`config.mk`:
```
export PLATFORM = sky130hd
export DESIGN_NAME = ring_copy_engine
export DESIGN_NICKNAME = d
export VERILOG_FILES = /design/src/rtl/ce_pkg.sv /design/src/rtl/ce_ring_ptr.sv /design/src/rtl/ce_len_clip.sv /design/src/rtl/ring_copy_engine.sv
export SDC_FILE = /design/constraint.sdc
export NUM_CORES = 1
export LEC_CHECK = 0
export BUFFER_PORTS_ARGS = -buffer_cell sky130_fd_sc_hd__buf_2
export CAP_MARGIN = 20
export CORE_MARGIN = 8
export CORE_UTILIZATION = 36
export DETAILED_ROUTE_END_ITERATION = 10
export HOLD_SLACK_MARGIN = 0.05
export SLEW_MARGIN = 15
export SYNTH_ARGS = -nofsm -noshare
export SYNTH_HDL_FRONTEND = slang
export SYNTH_HIERARCHICAL = 1
export SYNTH_SLANG_ARGS = --single-unit
```
`constraint.sdc`:
```
create_clock -name clk -period 3.35 [get_ports clk]
set_input_delay 0.1675 -clock clk [delete_from_list [all_inputs] [get_ports clk]]
set_output_delay 0.1675 -clock clk [all_outputs]
set_load 0.01 [all_outputs]
```
`src/rtl/ce_pkg.sv`:
```
package ce_pkg;
  localparam int FLG_GATHER = 0;
  localparam int FLG_SWAP   = 1;

  typedef enum logic [3:0] {
    ST_IDLE, ST_DCAP, ST_S0CAP, ST_S1CAP, ST_CPRD,
    ST_CPWR, ST_SADV, ST_GWAIT, ST_FIN, ST_DADV
  } ce_state_e;

  function automatic logic [31:0] bswap32(input logic [31:0] w);
    return {w[7:0], w[15:8], w[23:16], w[31:24]};
  endfunction
endpackage

```
`src/rtl/ce_ring_ptr.sv`:
```
module ce_ring_ptr #(
  parameter int IDX_W = 4
) (
  input  logic             clk,
  input  logic             rst_n,
  input  logic [IDX_W:0]   entries_i,
  input  logic             adv_i,
  output logic [IDX_W-1:0] idx_o,
  output logic [IDX_W-1:0] mask_o
);
  logic [IDX_W:0]   ent_m1;
  logic [IDX_W-1:0] idx_q, idx_d;

  assign ent_m1 = entries_i - 1'b1;
  assign mask_o = ent_m1[IDX_W-1:0];

  always_comb begin
    idx_d = idx_q;
    if (adv_i) idx_d = (idx_q + 1'b1) & mask_o;
  end

  always_ff @(posedge clk or negedge rst_n) begin
    if (!rst_n)     idx_q <= '0;
    else if (adv_i) idx_q <= idx_d;
  end

  assign idx_o = idx_q;

  // index moves by one and wraps by the ring mask
  assert_ptr_wrap_R2: assert property (@(posedge clk) disable iff (!rst_n)
    adv_i |=> idx_o == (($past(idx_o) + 1'b1) & $past(mask_o)));
endmodule

```
`src/rtl/ce_len_clip.sv`:
```
module ce_len_clip (
  input  logic [15:0] len_i,
  input  logic [15:0] dmax_i,
  output logic [15:0] eff_o,
  output logic [15:0] words_o,
  output logic        trunc_o
);
  logic [16:0] wsum;

  always_comb begin
    trunc_o = len_i > dmax_i;
    eff_o   = trunc_o ? dmax_i : len_i;
    wsum    = ({1'b0, eff_o} + 17'd3) >> 2;
    words_o = wsum[15:0];
    // accepted length never exceeds the cap
    assert_clip_R7: assert (eff_o <= dmax_i);
  end
endmodule

```
`src/rtl/ring_copy_engine.sv`:
```
module ring_copy_engine
  import ce_pkg::*;
#(
  parameter int AW    = 16,
  parameter int IDX_W = 4
) (
  input  logic             clk,
  input  logic             rst_n,
  input  logic [AW-1:0]    src_base_i,
  input  logic [IDX_W:0]   src_entries_i,
  input  logic [IDX_W-1:0] src_wr_i,
  output logic [IDX_W-1:0] src_rd_o,
  input  logic [AW-1:0]    dst_base_i,
  input  logic [IDX_W:0]   dst_entries_i,
  input  logic [IDX_W-1:0] dst_wr_i,
  output logic [IDX_W-1:0] dst_rd_o,
  input  logic [15:0]      dmax_i,
  input  logic             src_desc_swap_i,
  input  logic             dst_desc_swap_i,
  output logic             mem_req_o,
  output logic             mem_we_o,
  output logic [AW-1:0]    mem_addr_o,
  output logic [31:0]      mem_wdata_o,
  input  logic [31:0]      mem_rdata_i,
  output logic             done_o,
  output logic             trunc_err_o
);
  ce_state_e      state_q, state_d;
  logic [AW-1:0]  dbuf_q, dbuf_d, sbuf_q, sbuf_d;
  logic [15:0]    flags_q, flags_d, eff_q, eff_d, words_q, words_d;
  logic [15:0]    cnt_q, cnt_d, woff_q, woff_d, total_q, total_d;
  logic           err_q, err_d, done_q, done_d;
  logic           src_adv, dst_adv;
  logic [IDX_W-1:0] smask, dmask;
  logic           src_en, dst_en, src_pend, dst_pend;
  logic [AW-1:0]  sdesc, ddesc;
  logic [31:0]    sw_rd, dw_rd, wb_word;
  logic [15:0]    clip_eff, clip_words;
  logic           clip_trunc;

  ce_ring_ptr #(.IDX_W(IDX_W)) u_src_ptr (
    .clk(clk), .rst_n(rst_n), .entries_i(src_entries_i), .adv_i(src_adv),
    .idx_o(src_rd_o), .mask_o(smask));
  ce_ring_ptr #(.IDX_W(IDX_W)) u_dst_ptr (
    .clk(clk), .rst_n(rst_n), .entries_i(dst_entries_i), .adv_i(dst_adv),
    .idx_o(dst_rd_o), .mask_o(dmask));

  assign sw_rd = src_desc_swap_i ? bswap32(mem_rdata_i) : mem_rdata_i;
  assign dw_rd = dst_desc_swap_i ? bswap32(mem_rdata_i) : mem_rdata_i;

  ce_len_clip u_clip (
    .len_i(sw_rd[15:0]), .dmax_i(dmax_i),
    .eff_o(clip_eff), .words_o(clip_words), .trunc_o(clip_trunc));

  assign src_en   = |src_entries_i;
  assign dst_en   = |dst_entries_i;
  assign src_pend = src_rd_o != (src_wr_i & smask);
  assign dst_pend = dst_rd_o != (dst_wr_i & dmask);
  assign sdesc    = src_base_i + (AW'(src_rd_o) << 1);
  assign ddesc    = dst_base_i + (AW'(dst_rd_o) << 1);
  assign wb_word  = {flags_q[15:1], 1'b0, total_q};

  always_comb begin
    state_d = state_q;  dbuf_d = dbuf_q;  sbuf_d = sbuf_q;
    flags_d = flags_q;  eff_d = eff_q;    words_d = words_q;
    cnt_d = cnt_q;      woff_d = woff_q;  total_d = total_q;
    err_d = err_q;      done_d = 1'b0;
    src_adv = 1'b0;     dst_adv = 1'b0;
    mem_req_o = 1'b0;   mem_we_o = 1'b0;
    mem_addr_o = '0;    mem_wdata_o = '0;
    case (state_q)
      ST_IDLE: if (src_en && dst_en && src_pend && dst_pend) begin
        mem_req_o = 1'b1; mem_addr_o = ddesc; state_d = ST_DCAP;
      end
      ST_DCAP: begin
        dbuf_d = dw_rd[AW-1:0]; woff_d = '0; total_d = '0;
        mem_req_o = 1'b1; mem_addr_o = sdesc; state_d = ST_S0CAP;
      end
      ST_S0CAP: begin
        sbuf_d = sw_rd[AW-1:0];
        mem_req_o = 1'b1; mem_addr_o = sdesc + 1'b1; state_d = ST_S1CAP;
      end
      ST_S1CAP: begin
        flags_d = sw_rd[31:16]; eff_d = clip_eff; words_d = clip_words;
        cnt_d = '0; err_d = err_q | clip_trunc;
        state_d = (clip_words == 16'd0) ? ST_SADV : ST_CPRD;
      end
      ST_CPRD: begin
        mem_req_o = 1'b1; mem_addr_o = sbuf_q + AW'(cnt_q); state_d = ST_CPWR;
      end
      ST_CPWR: begin
        mem_req_o = 1'b1; mem_we_o = 1'b1;
        mem_addr_o = dbuf_q + AW'(woff_q);
        mem_wdata_o = flags_q[FLG_SWAP] ? bswap32(mem_rdata_i) : mem_rdata_i;
        cnt_d = cnt_q + 16'd1; woff_d = woff_q + 16'd1;
        state_d = (cnt_q + 16'd1 == words_q) ? ST_SADV : ST_CPRD;
      end
      ST_SADV: begin
        src_adv = 1'b1; total_d = total_q + eff_q;
        state_d = flags_q[FLG_GATHER] ? ST_GWAIT : ST_FIN;
      end
      ST_GWAIT: if (src_en && src_pend) begin
        mem_req_o = 1'b1; mem_addr_o = sdesc; state_d = ST_S0CAP;
      end
      ST_FIN: begin
        mem_req_o = 1'b1; mem_we_o = 1'b1; mem_addr_o = ddesc + 1'b1;
        mem_wdata_o = dst_desc_swap_i ? bswap32(wb_word) : wb_word;
        state_d = ST_DADV;
      end
      ST_DADV: begin
        dst_adv = 1'b1; done_d = 1'b1; state_d = ST_IDLE;
      end
      default: state_d = ST_IDLE;
    endcase
  end

  always_ff @(posedge clk or negedge rst_n) begin
    if (!rst_n) begin
      state_q <= ST_IDLE; dbuf_q <= '0; sbuf_q <= '0; flags_q <= '0;
      eff_q <= '0; words_q <= '0; cnt_q <= '0; woff_q <= '0;
      total_q <= '0; err_q <= 1'b0; done_q <= 1'b0;
    end else begin
      state_q <= state_d; dbuf_q <= dbuf_d; sbuf_q <= sbuf_d; flags_q <= flags_d;
      eff_q <= eff_d; words_q <= words_d; cnt_q <= cnt_d; woff_q <= woff_d;
      total_q <= total_d; err_q <= err_d; done_q <= done_d;
    end
  end

  assign done_o      = done_q;
  assign trunc_err_o = err_q;

  // completion pulse follows the descriptor writeback by two cycles
  assert_wb_before_done_R5: assert property (@(posedge clk) disable iff (!rst_n)
    done_o |-> ($past(mem_we_o, 2) && $past(mem_req_o, 2)));
  // a disabled ring draws no memory access from an idle engine
  assert_no_access_R9: assert property (@(posedge clk) disable iff (!rst_n)
    (state_q == ST_IDLE && !(src_en && dst_en)) |-> !mem_req_o);
  // error flag is sticky
  assert_err_sticky_R7: assert property (@(posedge clk) disable iff (!rst_n)
    $past(trunc_err_o) |-> trunc_err_o);
endmodule

```
# After elaboration in Yosys (flattened, before gate mapping)
# Cells that the tools add are included.
[classes]
n_addsub = 14
magnitude_cmp = 1
n_eq_ne = 14
muxes = 24
n_bitwise = 5
n_reduce_logical = 14
[ops]
columns = ["op", "n"]
rows = [
  ["case mux 16 bit (7 select lines)", 1],
  ["two-way mux 32 bit", 3],
  ["case mux 16 bit (2 select lines)", 3],
  ["adder 16 x 1 -> 16 bit, second input constant", 4],
  ["two-way mux 16 bit", 4],
  ["case mux 32 bit (2 select lines)", 1],
  ["adder 16 bit", 3],
  ["case mux 4 bit (9 select lines)", 1],
  ["adder 16 x 5 -> 16 bit", 2],
  ["adder 16 x 2 -> 17 bit, second input constant", 1],
  ["AND 4 bit", 4],
  ["== test 16 x 15 -> 1 bit", 1],
  ["== test 4 x 3 -> 1 bit, second input constant", 4],
  ["greater-than comparator 16 bit", 1],
  ["zero test 16 bit", 1],
  ["OR reduction 5 bit", 3],
  ["two-way mux 4 bit", 3],
  ["adder 4 x 1 -> 4 bit, second input constant", 2],
  ["== test 4 x 2 -> 1 bit, second input constant", 2],
  ["== test 4 bit, second input constant", 2],
  ["inequality test 4 bit", 2],
  ["subtractor 4 x 1 -> 4 bit, second input constant", 2],
  ["nonzero test 2 bit", 3],
  ["two-way mux 1 bit", 5],
  ["other kinds (9)", 14],
]
[word_totals]
ff_bits = 141
inputBits = 102
elab_cells = 85

# Logic depth before layout (Yosys ltp)
[depth]
ltp_word = 7
depth_mapped = 16

# By module
# Netlist, hierarchy kept.
[modules_own_cells]
columns = ["module", "instances", "cells_per_inst", "area_per_inst_um2", "seq_area_each_um2"]
rows = [
  ["ring_copy_engine", 1, 1259, 10966.8, 3353.2],
  ["ce_len_clip", 1, 173, 1286.2, 0.0],
  ["ce_ring_ptr", 2, 25, 247.7, 100.1],
]

# Least setup slack after synthesis
# Ideal clock, no wire load.
[synth_timing]
path_kind = "input-to-reg"
startpoint = "input src_desc_swap_i"
endpoint = "register state_q[1]"
arrival_ns = 3.614
path_slack_ns = -0.333
stages = 15
path_cell_list = "clkbuf_1 -> clkbuf_1 -> mux2_2 -> ha_1 -> nand4_4 -> nor4_4 -> a21boi_2 -> o31a_4 -> buf_6 -> mux2_4 -> xor2_1 -> nor4_1 -> and3_1 -> nand3_1 -> nand3_1"
[synth_between]
elab_chain_len = 7
[synth_rtl]
columns = ["element", "line", "text"]
rows = [
  ["start: declaration", "ring_copy_engine.sv:18", "input logic src_desc_swap_i,"],
  ["two-way mux 32 bit", "ring_copy_engine.sv:48", "assign sw_rd = src_desc_swap_i ? bswap32(mem_rdata_i) : mem_rdata_i;"],
  ["named net sw_rd[15]", "ring_copy_engine.sv:37", "logic [31:0] sw_rd, dw_rd, wb_word;"],
  ["greater-than comparator 16 bit", "ce_len_clip.sv:11", "trunc_o = len_i > dmax_i;"],
  ["two-way mux 16 bit", "ce_len_clip.sv:12", "eff_o = trunc_o ? dmax_i : len_i;"],
  ["adder 16 x 2 -> 17 bit", "ce_len_clip.sv:13", "wsum = ({1'b0, eff_o} + 17'd3) >> 2;"],
  ["named net clip_words[12]", "ring_copy_engine.sv:38", "logic [15:0] clip_eff, clip_words;"],
  ["zero test 16 bit", "ring_copy_engine.sv:86", "state_d = (clip_words == 16'd0) ? ST_SADV : ST_CPRD;"],
  ["two-way mux 2 bit", "ring_copy_engine.sv:86", ""],
  ["case mux 4 bit (9 select lines)", "ring_copy_engine.sv:71", "case (state_q)"],
  ["end signal: assignment", "ring_copy_engine.sv:123", "state_q <= state_d; dbuf_q <= dbuf_d; sbuf_q <= sbuf_d; flags_q <= flags_d;"],
  ["end: declaration", "ring_copy_engine.sv:28", "ce_state_e state_q, state_d;"],
]
# The timed path passes the listed nets, and every way through them passes these cells.
# A chain may end at the register's enable or synchronous reset.

# Worst setup path after layout
[layout_timing]
startpoint = "register u_src_ptr.idx_q[0], in the netlist u_src_ptr/idx_o[0]"
endpoint = "output mem_addr_o[15]"
[layout_between]
elab_chain_len = 5
word_cells_on_any_way = 9
[layout_rtl]
columns = ["element", "line", "text"]
rows = [
  ["start: declaration", "ce_ring_ptr.sv:12", "logic [IDX_W-1:0] idx_q, idx_d;"],
  ["start signal: assignment", "ce_ring_ptr.sv:24", "else if (adv_i) idx_q <= idx_d;"],
  ["branches (longest 4 deep; another with adder 16 x 5 -> 16 bit)", "-", ""],
  ["case mux 16 bit (7 select lines) *", "ring_copy_engine.sv:71", ""],
  ["end: declaration", "ring_copy_engine.sv:22", "output logic [AW-1:0] mem_addr_o,"],
]
# Mark *: on every way between the ends.

==> impl_metrics.py <==
metrics = {
    "placement": {
        "dp_slack_ns": -0.0874,
        "dp_hpwl_mm": 34.1,
        "io_buffers": 161,
        "place_congestion": 0.907,
        "dp.cells": 2128,
        "placed_cell_area_mm2": 0.0146,
    },
    "drt": {
        "first_pass_iters": 6,
        "drtIter0Drc": 881,
        "ant_nets": 0,
        "wire_per_inst_um": 20.2,
        "vias_per_cell": 5.67,
        "wl_mm": 44.2,
        "drc": 0,
        "routed-via-count": 12400,
    },
    "final_layout": {
        "diodes": 0,
        "syn_to_final_growth_pct": 24.7,
        "drive_gt1_frac": 0.282,
        "final_cell_area_mm2": 0.0159,
        "final_nets": 1899,
        "finalNonFillerCells": 2190,
    },
    "setup_path": {
        "arrival_ns": 3.32,
        "cp_max_fo": 5,
        "required_ns": 3.18,
        "cp_cell_sequence": "ha_4, fa_2, a211oi_2, buf_4, nor2_4, xnor2_2, o22a_1, nor3_4, buf_6, nand4_4, nor3_4, xnor2_2, o211ai_2, buf_2",
        "crit_path_end_kind": "primary output",
        "max_stage_delay_ns": 0.41,
        "crit_slowest_cell": "dfrtp_1",
        "startpoint_type": "register",
        "path_buf_inv": 3,
        "crit_family": "simple AND/OR/NAND/NOR gates",
        "critical_path_class": "reg -> out",
    },
    "clocking": {
        "clock_path_buffers": 2,
        "cts.clk_slew.worst_paths_ns": 0.07,
        "insertion_delay_ns": 0.44,
        "clock-sinks": 142,
        "cts-root-buf": "clkbuf_16",
        "tritoncts": "yes",
        "numCtsBuffers": 17,
        "ctsHtreeMaxLevel": 4,
    },
    "timing": {
        "tightest_slew_ns": 1.01,
        "hold_viol": 0,
        "finalCritPeriodShare": 1.04,
        "rsz0062_at_grt": "true",
        "final-setup-viol-count": 8,
        "fmax_ghz": 0.287,
        "setup_slack_ns": -0.139,
        "period_needed_ns": 3.49,
        "worst_hold_slack_ns": 0.0937,
        "finalMaxSlewViolations": 0,
        "skew_ns": 0.0119,
        "slew_headroom": 0.327,
    },
    "yosys": {
        "synth_ff_type": "dfrtp_1",
        "synth-edff-count": 0,
        "ys_types": 79,
        "synth.yosys.warnings": 6,
        "ys_ff_latch": 142,
        "synthArstFlopShare": 1.00,
        "synth_common_cells": "154 x nand2_1, 142 x dfrtp_1, 116 x nor2_1",
        "synth_top_cell_area_share": 0.279,
        "synthCells": 1482,
        "synth_area_mm2": 0.0127,
        "synth_top_cell_by_area": "dfrtp_1",
        "avgSynthCellArea_um2": 8.60,
        "synth_fp_nets": 1665,
        "seq_area_frac_synth": 0.279,
        "yosysMostFrequentCell": "nand2_1",
        "synthTopCellsByArea": "dfrtp_1 28%, mux2i_1 8.2%, ha_1 7.5%, mux2_2 5.6%, xnor2_1 4.9%",
    },
    "floorplanning": {
        "dieArea_mm2": 0.0417,
        "core_mm2": 0.0352,
        "rows": 69,
        "die_w_um": 204,
        "die_y_um": 204,
        "initial_core_util": 0.362,
        "pin_count": 162,
    },
    "power": {
        "p_comb_frac": 0.590,
        "internal_power_uw": 6600,
        "p_clk_frac": 0.157,
        "p_leak_uw": 0.00747,
        "power_density_mw_per_mm2": 766,
        "seqPwrFrac": 0.254,
        "peakVddDrop_uv": 449,
        "p_switching_uw": 5580,
        "swShare": 0.458,
    },
    "grt": {
        "antenna_found_initial": 0,
        "grt_pass1_vias": 12100,
        "grtUsageTotal": 0.205,
        "grt_pass1_wl_mm": 68.4,
        "grt-ovfl-total": 0,
        "grt_max_degree": 82,
    },
    "job": {
        "drv_cap": 0,
    },
    "run_status": {
        "status": "finished with violations",
        "violations": "setup timing",
    },
    "min_path": {
        "hp-class": "in -> reg",
    },
}
-- cell families (layout without fill, tap and decap cells) --
logic type      after synthesis  count (layout)  synth area share
simple gates                461             461             0.175
xor+xnor                    131             131            0.0900
mux                         172             172             0.143
compound gates              379             379             0.193
fa+ha+maj                    81              81            0.0824
flops                       142             142             0.279
buf+inv                     115             362            0.0369
other cells                   1               1          0.000294
-- layout make-up --
type / count / area, µm²
Sequential cell: 142 / 3560
Multi-Input combinational cell: 1225 / 9190
Inverter: 43 / 161
Clock inverter: 12 / 123
Fill cell: 3439 / 19300
Timing Repair Buffer: 287 / 1820
Clock buffer: 20 / 457
Tap cell: 461 / 577
-- registers in the layout, indices dropped and copies added (netlist names) --
| signal | cells |
|---|---|
| dbuf_q | 16 |
| flags_q | 16 |
| words_q | 16 |
| eff_q | 16 |
| u_src_ptr/idx_o | 4 |
| u_dst_ptr/idx_o | 4 |
| trunc_err_o | 1 |
| total_q | 16 |
| cnt_q | 16 |
| state_q | 4 |
| sbuf_q | 16 |
| done_o | 1 |
| woff_q | 16 |
-- cells in the final DEF, fill, tap and decap left out, types with 65 or more instances in the layout --
cell / Yosys / layout
a21oi_1: 83 / 79
buf_2: 6 / 158
buf_4: 2 / 116
dfrtp_1: 142 / 136
nand2_1: 154 / 150
mux2i_1: 105 / 104
ha_1: 76 / 65
o21ai_0: 96 / 90
nor2_1: 116 / 107
xnor2_1: 72 / 67
-- final timing paths --
| check | start | to | slack (ns) | depth (start not counted) |
|---|---|---|---|---|
| setup / recovery | u_src_ptr/idx_o[0] | mem_addr_o[15] | -0.14 | 14 |
| hold / removal | mem_rdata_i[20] | flags_q[4] | 0.09 | 3 |
| setup reg to reg | total_q[0] | total_q[14] | 0.24 | 11 |
| hold reg to reg | trunc_err_o | trunc_err_o | 0.48 | 1 |
| max in group asynchronous | rst_n | dbuf_q[1] | 2.15 | 3 |
| min in group asynchronous | rst_n | u_dst_ptr/idx_o[2] | 0.31 | 2 |
-- worst min-delay path, stage by stage --
cell and delay [ns]:
buf_2 0.13, mux2i_1 0.12, a21oi_1 0.08
-- metrics by stage --
step / utilization / power, µW / setup TNS (ns)
floorplan: - / 7410 / 0
global placement: 0.415 / 9630 / -0.0437
detailed placement: 0.415 / 9750 / -0.0874
CTS: 0.441 / 12000 / -1.08
global route: 0.451 / 13000 / -2.20
finish: 0.451 / 12200 / -0.783
-- per-layer routing --
metal | up-vias | share of wire | GRT usage
li1 | 5915 | - | -
met1 | 6007 | 0.44 | 0.272
met3 | 73 | 0.066 | 0.0369
met4 | 0 | 0.028 | 0.0656
met2 | 429 | 0.47 | 0.333
met5 | - | 0 | 0
-- what timing repair did --
action / in CTS / in global routing
hold buffers: 1 / 0
buffers inserted: 17 / 12
pin swaps: 32 / 32
resized for setup: 51 / 55
hold endpoints to repair: 61 / 0
setup endpoints to repair: 10 / 10
-- power by group through the flow --
| stage | Clock (µW) | Combinational [µW] | Sequential [µW] |
|---|---|---|---|
| 3_3_place_gp | 0 | 6550 | 3080 |
| 5_1_grt | 2010 | 7870 | 3170 |
| 3_5_place_dp | 0 | 6650 | 3110 |
| 6_report | 1910 | 7180 | 3090 |
| 2_1_floorplan | 0 | 4610 | 2800 |
| 4_1_cts | 1940 | 6970 | 3080 |
Note: power is estimated with default switching activity, not from simulation.
